### src/rtl/dbdma_pkg.sv
package dbdma_pkg;
  typedef enum logic [1:0] {
    FLD_FIRST = 2'd0,
    FLD_LAST  = 2'd1,
    FLD_COUNT = 2'd2,
    FLD_SPARE = 2'd3
  } cfg_field_e;

  localparam int BYTE_W = 8;
  localparam int NBUF   = 2;
endpackage

### src/rtl/dbdma_buf.sv
module dbdma_buf #(
  parameter int AW      = 16,
  parameter bit OWN_CNT = 1'b1
) (
  input  logic          clk,
  input  logic          rst,
  input  logic          wr_first,
  input  logic          wr_last,
  input  logic          wr_cnt,
  input  logic [AW-1:0] wdata,
  input  logic          load_req,
  input  logic          xfer,
  input  logic          is_cur,
  input  logic [AW-1:0] ext_cnt,
  output logic          armed,
  output logic          armed_d,
  output logic [AW-1:0] cnt,
  output logic [AW-1:0] first,
  output logic [AW-1:0] last,
  output logic          spent,
  output logic          unload_pulse
);
  logic          armed_q, pulse_q, rearm;
  logic [AW-1:0] first_q, last_q;
  logic [AW:0]   next_sum;

  always_ff @(posedge clk) begin
    if (rst) begin
      first_q <= '0;
      last_q  <= '0;
    end else begin
      if (wr_first) first_q <= wdata;
      if (wr_last)  last_q  <= wdata;
    end
  end

  generate
    if (OWN_CNT) begin : g_own
      logic [AW-1:0] cnt_q;
      logic          unused_own;
      assign unused_own = ^ext_cnt;
      always_ff @(posedge clk) begin
        if (rst)           cnt_q <= '0;
        else if (load_req) cnt_q <= '0;
        else if (wr_cnt)   cnt_q <= wdata;
        else if (xfer)     cnt_q <= cnt_q + AW'(1);
      end
      assign cnt = cnt_q;

      p_count_step_r2: assert property (@(posedge clk) disable iff (rst)
        (xfer && !load_req && !wr_cnt) |=> (cnt_q == $past(cnt_q) + AW'(1)));
      p_load_clears_r5: assert property (@(posedge clk) disable iff (rst)
        load_req |=> (cnt_q == '0));
    end else begin : g_shared
      logic unused_sh;
      assign unused_sh = wr_cnt ^ xfer;
      assign cnt = ext_cnt;
    end
  endgenerate

  assign next_sum = {1'b0, first_q} + {1'b0, cnt};
  assign spent    = armed_q && (next_sum > {1'b0, last_q}) && (OWN_CNT || is_cur);
  assign rearm    = load_req || (OWN_CNT && wr_cnt && !armed_q);
  assign armed_d  = rearm || (armed_q && !spent);

  always_ff @(posedge clk) begin
    if (rst) begin
      armed_q <= 1'b0;
      pulse_q <= 1'b0;
    end else begin
      armed_q <= armed_d;
      pulse_q <= spent && !rearm;
    end
  end

  assign armed        = armed_q;
  assign unload_pulse = pulse_q;
  assign first        = first_q;
  assign last         = last_q;

  p_pulse_unarmed_r3: assert property (@(posedge clk) disable iff (rst)
    pulse_q |-> !armed_q);
  p_spent_drops_r3: assert property (@(posedge clk) disable iff (rst)
    (spent && !rearm) |=> (!armed_q && pulse_q));
endmodule

### src/rtl/dbdma_sel.sv
module dbdma_sel (
  input  logic       clk,
  input  logic       rst,
  input  logic [1:0] armed_q,
  input  logic [1:0] armed_d,
  output logic       cur,
  output logic       switched
);
  logic cur_q, cur_n;

  always_comb begin
    cur_n = cur_q;
    if (armed_q == 2'b00) begin
      if (armed_d[0])      cur_n = 1'b0;
      else if (armed_d[1]) cur_n = 1'b1;
    end else if (!armed_d[cur_q] && armed_d[~cur_q]) begin
      cur_n = ~cur_q;
    end
  end

  always_ff @(posedge clk) begin
    if (rst) cur_q <= 1'b0;
    else     cur_q <= cur_n;
  end

  assign cur      = cur_q;
  assign switched = (cur_n != cur_q);

  p_cur_is_armed_r4: assert property (@(posedge clk) disable iff (rst)
    (armed_q != 2'b00) |-> armed_q[cur_q]);
  p_a_first_r4: assert property (@(posedge clk) disable iff (rst)
    (armed_q == 2'b00 && armed_d == 2'b11) |=> (cur_q == 1'b0));
endmodule

### src/rtl/dbdma_chan.sv
module dbdma_chan #(
  parameter int AW    = 16,
  parameter bit IS_RX = 1'b1
) (
  input  logic          clk,
  input  logic          rst,
  input  logic          cfg_wr,
  input  logic [1:0]    cfg_field,
  input  logic          cfg_buf,
  input  logic [AW-1:0] cfg_data,
  input  logic          load_a,
  input  logic          load_b,
  input  logic          rx_valid,
  input  logic [7:0]    rx_data,
  output logic          rx_ready,
  input  logic          tx_space,
  output logic          tx_push,
  output logic [7:0]    tx_data,
  output logic          mem_req,
  output logic          mem_we,
  output logic [AW-1:0] mem_addr,
  output logic [7:0]    mem_wdata,
  input  logic [7:0]    mem_rdata,
  input  logic          mem_ready,
  output logic          loaded_a,
  output logic          loaded_b,
  output logic          active_valid,
  output logic          active_b,
  output logic          unload_a,
  output logic          unload_b,
  output logic [AW-1:0] count_a,
  output logic [AW-1:0] count_b
);
  import dbdma_pkg::*;

  logic [NBUF-1:0] armed_q, armed_d, spent, pulse, load_v;
  logic [AW-1:0]   cnt_v   [NBUF];
  logic [AW-1:0]   first_v [NBUF];
  logic [AW-1:0]   last_v  [NBUF];
  logic [AW-1:0]   shared_cnt;
  logic            cur, switched, go, xfer;

  assign load_v = {load_b, load_a};

  dbdma_sel u_sel (
    .clk(clk), .rst(rst), .armed_q(armed_q), .armed_d(armed_d),
    .cur(cur), .switched(switched)
  );

  generate
    for (genvar i = 0; i < NBUF; i++) begin : g_buf
      logic sel_me;
      assign sel_me = cfg_wr && (cfg_buf == 1'(i));
      dbdma_buf #(.AW(AW), .OWN_CNT(IS_RX)) u_buf (
        .clk(clk), .rst(rst),
        .wr_first(sel_me && cfg_field == FLD_FIRST),
        .wr_last (sel_me && cfg_field == FLD_LAST),
        .wr_cnt  (sel_me && cfg_field == FLD_COUNT),
        .wdata(cfg_data), .load_req(load_v[i]),
        .xfer(xfer && (cur == 1'(i))), .is_cur(cur == 1'(i)),
        .ext_cnt(shared_cnt),
        .armed(armed_q[i]), .armed_d(armed_d[i]), .cnt(cnt_v[i]),
        .first(first_v[i]), .last(last_v[i]), .spent(spent[i]),
        .unload_pulse(pulse[i])
      );
    end
  endgenerate

  assign active_valid = |armed_q;
  assign go           = active_valid && !spent[cur];
  assign mem_addr     = first_v[cur] + cnt_v[cur];

  generate
    if (IS_RX) begin : g_rx
      logic unused_rx;
      assign unused_rx  = ^{mem_rdata, tx_space, switched};
      assign shared_cnt = '0;
      assign mem_req    = go && rx_valid;
      assign rx_ready   = go && mem_ready;
      assign xfer       = go && rx_valid && mem_ready;
      assign mem_we     = 1'b1;
      assign mem_wdata  = rx_data;
      assign tx_push    = 1'b0;
      assign tx_data    = '0;
    end else begin : g_tx
      logic [AW-1:0] sh_q;
      logic          unused_tx;
      assign unused_tx = ^{rx_data, rx_valid};
      always_ff @(posedge clk) begin
        if (rst)                          sh_q <= '0;
        else if (load_a || load_b || switched) sh_q <= '0;
        else if (xfer)                    sh_q <= sh_q + AW'(1);
      end
      assign shared_cnt = sh_q;
      assign mem_req    = go && tx_space;
      assign xfer       = go && tx_space && mem_ready;
      assign rx_ready   = 1'b0;
      assign mem_we     = 1'b0;
      assign mem_wdata  = '0;
      assign tx_push    = xfer;
      assign tx_data    = mem_rdata;

      p_tx_clear_r9: assert property (@(posedge clk) disable iff (rst)
        (load_a || load_b) |=> (sh_q == '0));
    end
  endgenerate

  assign loaded_a = armed_q[0];
  assign loaded_b = armed_q[1];
  assign active_b = cur;
  assign unload_a = pulse[0];
  assign unload_b = pulse[1];
  assign count_a  = cnt_v[0];
  assign count_b  = cnt_v[1];

  p_req_needs_active_r2: assert property (@(posedge clk) disable iff (rst)
    mem_req |-> active_valid);
  p_addr_in_window_r3: assert property (@(posedge clk) disable iff (rst)
    mem_req |-> (mem_addr <= last_v[cur] && mem_addr >= first_v[cur]));
  p_tx_gate_r8: assert property (@(posedge clk) disable iff (rst)
    (!IS_RX && mem_req) |-> tx_space);
endmodule

### config.mk
export PLATFORM = sky130hd
export DESIGN_NAME = dbdma_chan
export DESIGN_NICKNAME = d
export VERILOG_FILES = /design/src/rtl/dbdma_pkg.sv /design/src/rtl/dbdma_buf.sv /design/src/rtl/dbdma_sel.sv /design/src/rtl/dbdma_chan.sv
export SDC_FILE = /design/constraint.sdc
export NUM_CORES = 1
export LEC_CHECK = 0
export ABC_AREA = 0
export BUFFER_PORTS_ARGS = -buffer_cell sky130_fd_sc_hd__buf_2
export CAP_MARGIN = 25
export CORE_AREA = 2 2 124 126
export CTS_CLUSTER_SIZE = 25
export DETAILED_ROUTE_END_ITERATION = 8
export DIE_AREA = 0 0 126 128
export MAX_ROUTING_LAYER = met4
export PLACE_DENSITY = 0.76
export SLEW_MARGIN = 30
export SYNTH_ARGS = -nofsm -noshare
export SYNTH_HDL_FRONTEND = slang
export SYNTH_HIERARCHICAL = 1
export SYNTH_SLANG_ARGS = --single-unit
export TNS_END_PERCENT = 1
### constraint.sdc
create_clock -name clk -period 6 [get_ports clk]
set_clock_uncertainty 0.2 [all_clocks]
set_input_delay 0.3 -clock clk [delete_from_list [all_inputs] [get_ports clk]]
set_output_delay 0.3 -clock clk [all_outputs]
set_load 0.02 [all_outputs]
After elaboration in Yosys (flattened, before gate mapping):

Index checks and enable logic that the tools add are counted.

* add/subtract/negate cells: 5
* order comparisons: 5
* eq/ne operators: 3
* multiplexer cells: 20
* bitwise gates (word level): 3
* reduce and logical (&&, ||, !) cells: 44

Operators with widths (number)
* 16-bit 2-to-1 mux: 10
* 16-bit by 16-bit adder with 17-bit output: 2
* 17-bit by 16-bit greater-than comparator with 1-bit output: 2
* 16-bit by 1-bit adder with 16-bit output (second input constant): 2
* 1-bit logical AND: 23
* 16-bit adder: 1
* 1-bit 2-to-1 mux: 10
* 1-bit zero test: 8
* 2-bit nonzero test: 3
* 2-bit OR reduction: 3
* 2-bit zero test: 2
* 1-bit logical OR: 4
* 1-bit by 2-bit < comparator with 1-bit output (second input constant): 2
* 3-bit by 1-bit != test with 1-bit output (second input constant): 1
* 2-bit by 1-bit equality test with 1-bit output (second input constant): 1
* 2-bit equality test (second input constant): 1
* 2-bit greater-or-equal comparator (second input constant): 1
* 1-bit NOT: 2
* 1-bit NOT with 2-bit output: 1
* 2-bit AND reduction: 1

* register bits: 101
* word-level logic and storage cells: 91

Longest topological paths before layout:

Gate-level depths: netlist of run 1.

* depth in word-level cells: 12
* mapped depth: 27

Modules after synthesis:

The synthesis of run 1 kept the hierarchy.

By module, submodules not included
* dbdma_buf at g_buf[0].u_buf: instances 1, cells an instance 388, area an instance 3311.9 um^2, seq. area each 1001.0 um^2
* dbdma_buf at g_buf[1].u_buf: instances 1, cells an instance 384, area an instance 3213.1 um^2, seq. area each 1001.0 um^2
* dbdma_chan: instances 1, cells an instance 186, area an instance 1393.8 um^2, seq. area each 0.0 um^2
* dbdma_sel: instances 1, cells an instance 7, area an instance 66.3 um^2, seq. area each 20.0 um^2

Worst setup path after synthesis of run 1:

Ideal clock, no wire load.

* kind: register to register
* from: register g_buf[1].u_buf.g_own.cnt_q[4]
* to: register g_buf[1].u_buf.g_own.cnt_q[8]
* arrival time: 4.937 ns
* data required time: 5.672 ns
* path slack: 0.735 ns
* stages on the path, launching flop included: 26
* period minus slack after synthesis: 5.265 ns
* cell sequence: dfxtp_1 > ha_1 > o21a_1 > o2111a_2 > a2111oi_4 > nor3_2 > a311o_1 > xor2_1 > ha_1 > nand3_1 > nor4_1 > and2_0 > o21a_1 > and3_1 > nor2_1 > mux2i_1 > and3_1 > nand2_1 > nor2_1 > and2_1 > clkbuf_1 > nand4_1 > xnor2_1 > nor2_1 > a21oi_1 > nor2_1

* longest elaborated chain between the ends: 11
* elaborated cells on any way between the ends: 14
* classes of those cells: 2 x add/sub; 1 x order compare; 4 x mux; 7 x reduce/logical

Ends and longest elaborated chain
* start, declared: line dbdma_buf.sv:39 `logic [AW-1:0] cnt_q;`
* start signal, assigned: line dbdma_buf.sv:45 `else if (wr_cnt) cnt_q <= wdata;`
* start signal, assigned: line dbdma_buf.sv:46 `else if (xfer) cnt_q <= cnt_q + AW'(1);`
* 16-bit by 16-bit adder with 17-bit output: line dbdma_buf.sv:61 `assign next_sum = {1'b0, first_q} + {1'b0, cnt};`
* 17-bit by 16-bit greater-than comparator with 1-bit output: line dbdma_buf.sv:62 `assign spent = armed_q && (next_sum > {1'b0, last_q}) && (OWN_CNT || is_cur);`
* 1-bit logical AND: line dbdma_buf.sv:62
* via spent[1]: line dbdma_chan.sv:36 `logic [NBUF-1:0] armed_q, armed_d, spent, pulse, load_v;`
* 1-bit 2-to-1 mux (not written as such) (2 in a row): line dbdma_chan.sv:70 `assign go = active_valid && !spent[cur];`
* 1-bit zero test: line dbdma_chan.sv:70
* 1-bit logical AND: line dbdma_chan.sv:70
* 1-bit logical AND (2 in a row): line dbdma_chan.sv:80 `assign xfer = go && rx_valid && mem_ready;`
* 1-bit logical AND: line dbdma_chan.sv:60 `.xfer(xfer && (cur == 1'(i))), .is_cur(cur == 1'(i)),`
* 2-bit nonzero test (no line)

The timed path passes the listed nets, and every way through them passes these cells. The select of a mux whose other input is x is not followed.
A chain may end at the register's enable or synchronous reset.

Worst setup path after layout of run 1:

* from: register g_buf[1].u_buf.first_q[1]
* to: register g_buf[1].u_buf.g_own.cnt_q[8]

* longest elaborated chain between the ends: 11

Ends and longest elaborated chain
* start, declared: line dbdma_buf.sv:24 `logic [AW-1:0] first_q, last_q;`
* start signal, assigned: line dbdma_buf.sv:32 `if (wr_first) first_q <= wdata;`
* 16-bit by 16-bit adder with 17-bit output: line dbdma_buf.sv:61
* 17-bit by 16-bit greater-than comparator with 1-bit output: line dbdma_buf.sv:62
* 1-bit logical AND: line dbdma_buf.sv:62
* via spent[1]: line dbdma_chan.sv:36
* 1-bit 2-to-1 mux (not written as such) (2 in a row): line dbdma_chan.sv:70
* 1-bit zero test: line dbdma_chan.sv:70
* 1-bit logical AND: line dbdma_chan.sv:70
* 1-bit logical AND (2 in a row): line dbdma_chan.sv:80
* 1-bit logical AND: line dbdma_chan.sv:60
* 2-bit nonzero test (no line)

The timed path passes the listed nets, and every way through them passes these cells. The select of a mux whose other input is x is not followed.

==> metrics, run 1 <==
count of standard-cell rows 45; Pins Over Slew Limit 0; leading cell types in the layout, fill and taps excluded nor2_1 (135), dfxtp_1 (101), ha_1 (81), buf_2 (81), mux2i_1 (80); Max VDD drop 0.150 mV; CP Data Required Time 6.04 ns; clock-pin slew on the worst setup and hold paths 0.07 ns; input/output buffers 81; sequential cell area in the final layout 0.00202 mm²; via count of the first global-routing pass 6437; number of antenna violations at the first check in global routing 0; largest net degree at the start of global routing 70; min-delay src load_b; class of the worst hold path in2reg; kind of start point of the critical path flop; transition time at the pin with the least slew margin 0.892 ns; time the final worst path needs with I/O delays and setup 5.61 ns; Initial Utilization 0.535; Diodes inserted 0; CP max-delay cell dfxtp_1; cell type with the highest occurrence count on the critical path nor2_1; number of buffers added by the clock tree synthesis step 9; DRC viols 0; family with the most delay on the worst path simple AND/OR/NAND/NOR gates; area taken by multi-input logic gates 0.00548 mm²; R2R cell count 24; mapped cell area 0.00796 mm²; highest net fanout along the worst path 7; Hold-fix buffers, CTS 0; worst-case hold slack 0.0206 ns; number of search-and-repair iterations in the first detailed-routing pass 5; num ports 117; Worst R2R Start g_buf[1].u_buf/first[1]; number of warnings printed during yosys synthesis 6; die area 0.0161 mm²; clock root cell clkbuf_16; deepest clock path buffer count 2; ratio of final minimum period to clock period 0.935; Worst Hold End g_buf[1].u_buf/armed; post-layout net count 1148; Setup CP Type reg2reg; unrepaired setup endpoints after global routing no; post-route ant nets 0; Setup Total Neg Slack 0 ns; clock latency of the later-clocked register in the worst-skew pair 0.36 ns; area of the placeable core 0.0149 mm²; largest incremental delay on the critical path 0.41 ns; run status finished, final reports clean; Initial DRC Count 550; horizontal die dimension 126 µm; total setup violations reported at the end of the flow 0; All-Layer GR Usage 0.261; Remaining Overflow, GRT 0; Worst Path Buf+Inv 0; P&R area growth vs syn 10.6%; total power per unit cell area 175 mW/mm²; gate count after technology mapping 962; Critical Path, Cell by Cell ha_1 > a211oi_1 > o21ai_1 > a2111oi_4 > nor3_2 > a311o_1 > xor2_1 > ha_1 > nand3_1 > nor4_1 > and2_0 > or4_1 > and3_1 > nor2_1 > mux2i_1 > and3_1 > nand2_1 > nor2_4 > and2_1 > nand4_1 > xnor2_1 > nor2_1 > a21oi_1 > nor2_1; number of hold violations in the final report 0; vias per std cell 5.74; Worst R2R Setup Slack 0.39 ns; kind of capture point of the worst setup path flop; number of cells traversed by the worst hold path 3; average wire per cell in the routed design 16.8 µm; top achievable clock speed 178 MHz; leakage power total 3.84 nW; number of maximum-capacitance violations 0; height of the die 128 µm; end of the worst register-to-register path g_buf[1].u_buf/cnt[8]; Final Util 0.592; total of fill cells in the finished design 1366; first-pass GRT wire length 32800 µm; Slew HR 0.400; average instance area after synthesis 8.27 µm²; number of sinks driven by the clock tree 101; detailed placement HPWL 15600 µm; H-tree depth 3; clock tree from TritonCTS done; crit path DAT 5.65 ns; fraction of final layout cells with drive strength greater than 1 0.169; most common cell after layout, fill and taps aside nor2_1; routed vias 6972; placer's final routability congestion estimate 0.933; DRT Wirelength 20400 µm
-- per-layer routing --
metal	GRT usage	wire length (µm)
met4	0.0860	408
met5	-	0
met2	0.420	9420
met3	0.0259	974
met1	0.346	9550
-- worst reg2reg max path, stage by stage (launching register included) --
cell,delay (ns)
dfxtp_1,0.41
ha_1,0.27
a211oi_1,0.32
o21ai_1,0.24
a2111oi_4,0.40
nor3_2,0.11
a311o_1,0.34
xor2_1,0.15
ha_1,0.36
nand3_1,0.11
nor4_1,0.21
and2_0,0.21
or4_1,0.17
and3_1,0.20
nor2_1,0.06
mux2i_1,0.17
and3_1,0.19
nand2_1,0.20
nor2_4,0.21
and2_1,0.37
nand4_1,0.17
xnor2_1,0.18
nor2_1,0.05
a21oi_1,0.14
nor2_1,0.05
-- per-stage QoR --
step / power (W) / setup WS [ns] / area [µm²] / std cells
2_1_floorplan: 0.000901 / 0.736 / 7990 / 970
3_3_place_gp: 0.000961 / 0.402 / 8470 / 1198
3_5_place_dp: 0.000968 / 0.280 / 8490 / 1198
4_1_cts: 0.00155 / 0.250 / 8780 / 1214
5_1_grt: 0.00160 / 0.0318 / 8800 / 1214
6_report: 0.00154 / 0.388 / 8800 / 1214
-- how the worst max path moves through the flow --
stage / endpoint / startpoint / depth (start not counted) / slack, ns
floorplan: g_buf[1].u_buf/cnt[8] / g_buf[1].u_buf/cnt[4] / 25 / 0.74
global placement: g_buf[0].u_buf/cnt[15] / g_buf[1].u_buf/first[4] / 23 / 0.40
detailed placement: g_buf[0].u_buf/cnt[15] / g_buf[1].u_buf/first[0] / 25 / 0.28
CTS: g_buf[0].u_buf/cnt[15] / g_buf[1].u_buf/first[1] / 23 / 0.25
global route: g_buf[1].u_buf/cnt[15] / g_buf[1].u_buf/first[1] / 24 / 0.03
finish: g_buf[1].u_buf/cnt[8] / g_buf[1].u_buf/first[1] / 24 / 0.39
-- flip-flops by register name, summed over array words and instances (netlist names) --
name	count
g_buf.u_buf/first	32
g_buf.u_buf/cnt	32
g_buf.u_buf/last	32
g_buf.u_buf/armed	2
u_sel/cur	1
g_buf.u_buf/unload_pulse	2
-- power by group --
group	internal, W	switching, W	leakage (nW)
clock	0.000306	0.000275	0.131
sequential	0.000685	0.0000132	0.817
combinational	0.0000974	0.000163	2.89
total	0.00109	0.000451	3.84
-- final cells by class --
| type | instances | area share |
|---|---|---|
| sequential | 101 | 0.230 |
| clock inverter | 4 | 0.00355 |
| multi-input combinational | 744 | 0.622 |
| tap | 188 | 0.0267 |
| clock buffer | 12 | 0.0291 |
| timing repair buffer | 97 | 0.0597 |
| inverter | 68 | 0.0290 |
-- timing repair --
item | CTS | global route
buffers inserted | 0 | 0
gates resized for setup | 0 | 8
endpoints found under the setup margin | 0 | 26
Note: power is estimated with default switching activity, not from simulation.
==> inputs of run 2 (changes only) <==
Settings changed: ABC_AREA 0 to 1.
==> metrics, run 2 <==
run status finished, final reports clean; leakage power total 4.49 nW (+17%); horizontal die dimension 126 µm (unchanged); Setup Total Neg Slack 0 ns (unchanged); clock-pin slew on the worst setup and hold paths 0.07 ns (about the same); ratio of final minimum period to clock period 0.857 (-0.0779); Final Util 0.587 (-0.00522); unrepaired setup endpoints after global routing no; final worst-path setup slack 0.856 ns (+0.468 ns); Max VDD drop 0.161 mV (+7.5%); post-layout net count 1404 (+22%); post-CTS setup buffers 0 (unchanged); top achievable clock speed 194 MHz (+9.1%); number of buffers added by the clock tree synthesis step 9 (unchanged); transition time at the pin with the least slew margin 0.965 ns (+0.0727 ns); largest incremental delay on the critical path 0.45 ns (+0.04 ns); gate count after technology mapping 1216 (+26%); Worst Path Buf+Inv 6 (+6); GR Layer Usage met2 0.460 (+0.0395); die area 0.0161 mm² (unchanged); fraction of final layout cells with drive strength greater than 1 0.115 (-0.0538); clock root cell clkbuf_16; number of sinks driven by the clock tree 101 (unchanged); Initial DRC Count 579 (+5.3%); time the final worst path needs with I/O delays and setup 5.14 ns (-0.468 ns); detailed placement HPWL 16900 µm (+8.2%); cell type with the highest occurrence count on the critical path nand2_1; R2R cell count 32 (+33%); number of antenna violations at the first check in global routing 0 (unchanged); kind of capture point of the worst setup path flop; number of cells traversed by the worst hold path 3 (unchanged); vias per std cell 5.35 (-6.8%); instance count on the critical path 32 (+33%); H-tree depth 3 (unchanged); placer's final routability congestion estimate 0.929 (-0.43%); DRT Wirelength 21600 µm (+5.9%); post-placement worst setup slack 0.972 ns (+0.692 ns); most common cell after layout, fill and taps aside nand2_1; Slew HR 0.356 (-0.0437); CP Data Required Time 6.10 ns (+0.06 ns); number of search-and-repair iterations in the first detailed-routing pass 5 (unchanged); highest net fanout along the worst path 9 (+2); class of the worst hold path in2reg; input/output buffers 81 (unchanged); Setup CP Type reg2reg; post-route ant nets 0 (unchanged); met1 capacity usage during global routing 0.336 (-0.00987); count of standard-cell rows 45 (unchanged); All-Layer GR Usage 0.273 (+0.0124); kind of start point of the critical path flop; Pins Over Slew Limit 0 (unchanged); average instance area after synthesis 6.58 µm² (-20%); total setup violations reported at the end of the flow 0 (unchanged); clock latency of the later-clocked register in the worst-skew pair 0.36 ns (about the same); clock tree from TritonCTS done; average wire per cell in the routed design 14.7 µm (-12%); DRC viols 0 (unchanged); count of cells resized by post-cts repair 0 (unchanged); first-pass GRT wire length 34400 µm (+4.8%); mapped cell area 0.00800 mm² (+0.52%); number of maximum-capacitance violations 0 (unchanged); CP max-delay cell dfxtp_1; largest net degree at the start of global routing 38 (-46%); area of the placeable core 0.0149 mm² (unchanged); routed vias 7861 (+13%); total power per unit cell area 178 mW/mm² (+1.5%); number of warnings printed during yosys synthesis 6 (unchanged); number of hold violations in the final report 0 (unchanged); height of the die 128 µm (unchanged); most heavily used metal layer in global routing met2; leading cell types in the layout, fill and taps excluded nand2_1 (331), inv_1 (144), a21oi_1 (103), nor2_1 (103), dfxtp_1 (101); P&R area growth vs syn 9.06%; Diodes inserted 0 (unchanged); Remaining Overflow, GRT 0 (unchanged); family with the most delay on the worst path simple AND/OR/NAND/NOR gates; Initial Utilization 0.538 (+0.00278); crit path DAT 5.25 ns (-0.40 ns); deepest clock path buffer count 2 (unchanged); via count of the first global-routing pass 7220 (+12%); met3 demand-to-capacity share in global routing 0.0451 (+0.0192); num ports 117 (unchanged)
## run 2: cell type report
cell class,count,area [µm²]
Fill cell,1463,6140
Multi-Input combinational cell,922,5170
Sequential cell,101,2020
Inverter,156,588
Timing Repair Buffer,87,453
Tap cell,188,235
Clock buffer,10,229
Clock inverter,4,27.5
## run 2: path summary, 6_finish.rpt
path                                             start  slack [ns]                     end
worst max-delay path             g_buf[0].u_buf/cnt[0]        0.86   g_buf[1].u_buf/cnt[0]
worst min-delay path                            load_b        0.03    g_buf[1].u_buf/armed
worst max register to register   g_buf[0].u_buf/cnt[0]        0.86   g_buf[1].u_buf/cnt[0]
worst min register to register  g_buf[0].u_buf/last[1]        0.26  g_buf[0].u_buf/last[1]
## run 2: worst register-to-register path: cells and delay by family (launching register included)
family | cells | cell delay [ns]
buffers and inverters | 6 | 0.47
xor gates and xnor gates | 1 | 0.13
AOI/OAI and AO/OA | 4 | 0.62
DFF | 1 | 0.45
adders and majority gates | 3 | 0.88
and+or+nand+nor | 18 | 2.39
## run 2: power breakdown
group	internal (W)	switching (W)
sequential	0.000691	0.0000186
combinational	0.000100	0.000206
clock	0.000276	0.000258
total	0.00107	0.000483
## run 2: stage by stage
stage | std cells | hold WS, ns | power [W] | instance area (µm²)
floorplan | 1224 | 0.162 | 0.000946 | 8030
global placement | 1453 | 0.249 | 0.00102 | 8460
detailed placement | 1453 | 0.257 | 0.00103 | 8460
CTS | 1468 | 0.0254 | 0.00156 | 8720
global route | 1468 | 0.0479 | 0.00162 | 8720
finish | 1468 | 0.0345 | 0.00155 | 8720
## run 2: metal layers
| metal | wire length, µm | up-vias |
|---|---|---|
| met5 | 0 | - |
| met4 | 559 | 0 |
| met2 | 10100 | 279 |
| met3 | 1540 | 39 |
| li1 | - | 4018 |
| met1 | 9340 | 3525 |
## run 2: timing repair
item | 4_1_cts | 5_1_grt
hold endpoints to repair | 1 | 0
hold buffers | 1 | 0
endpoints found under the setup margin | 0 | 0
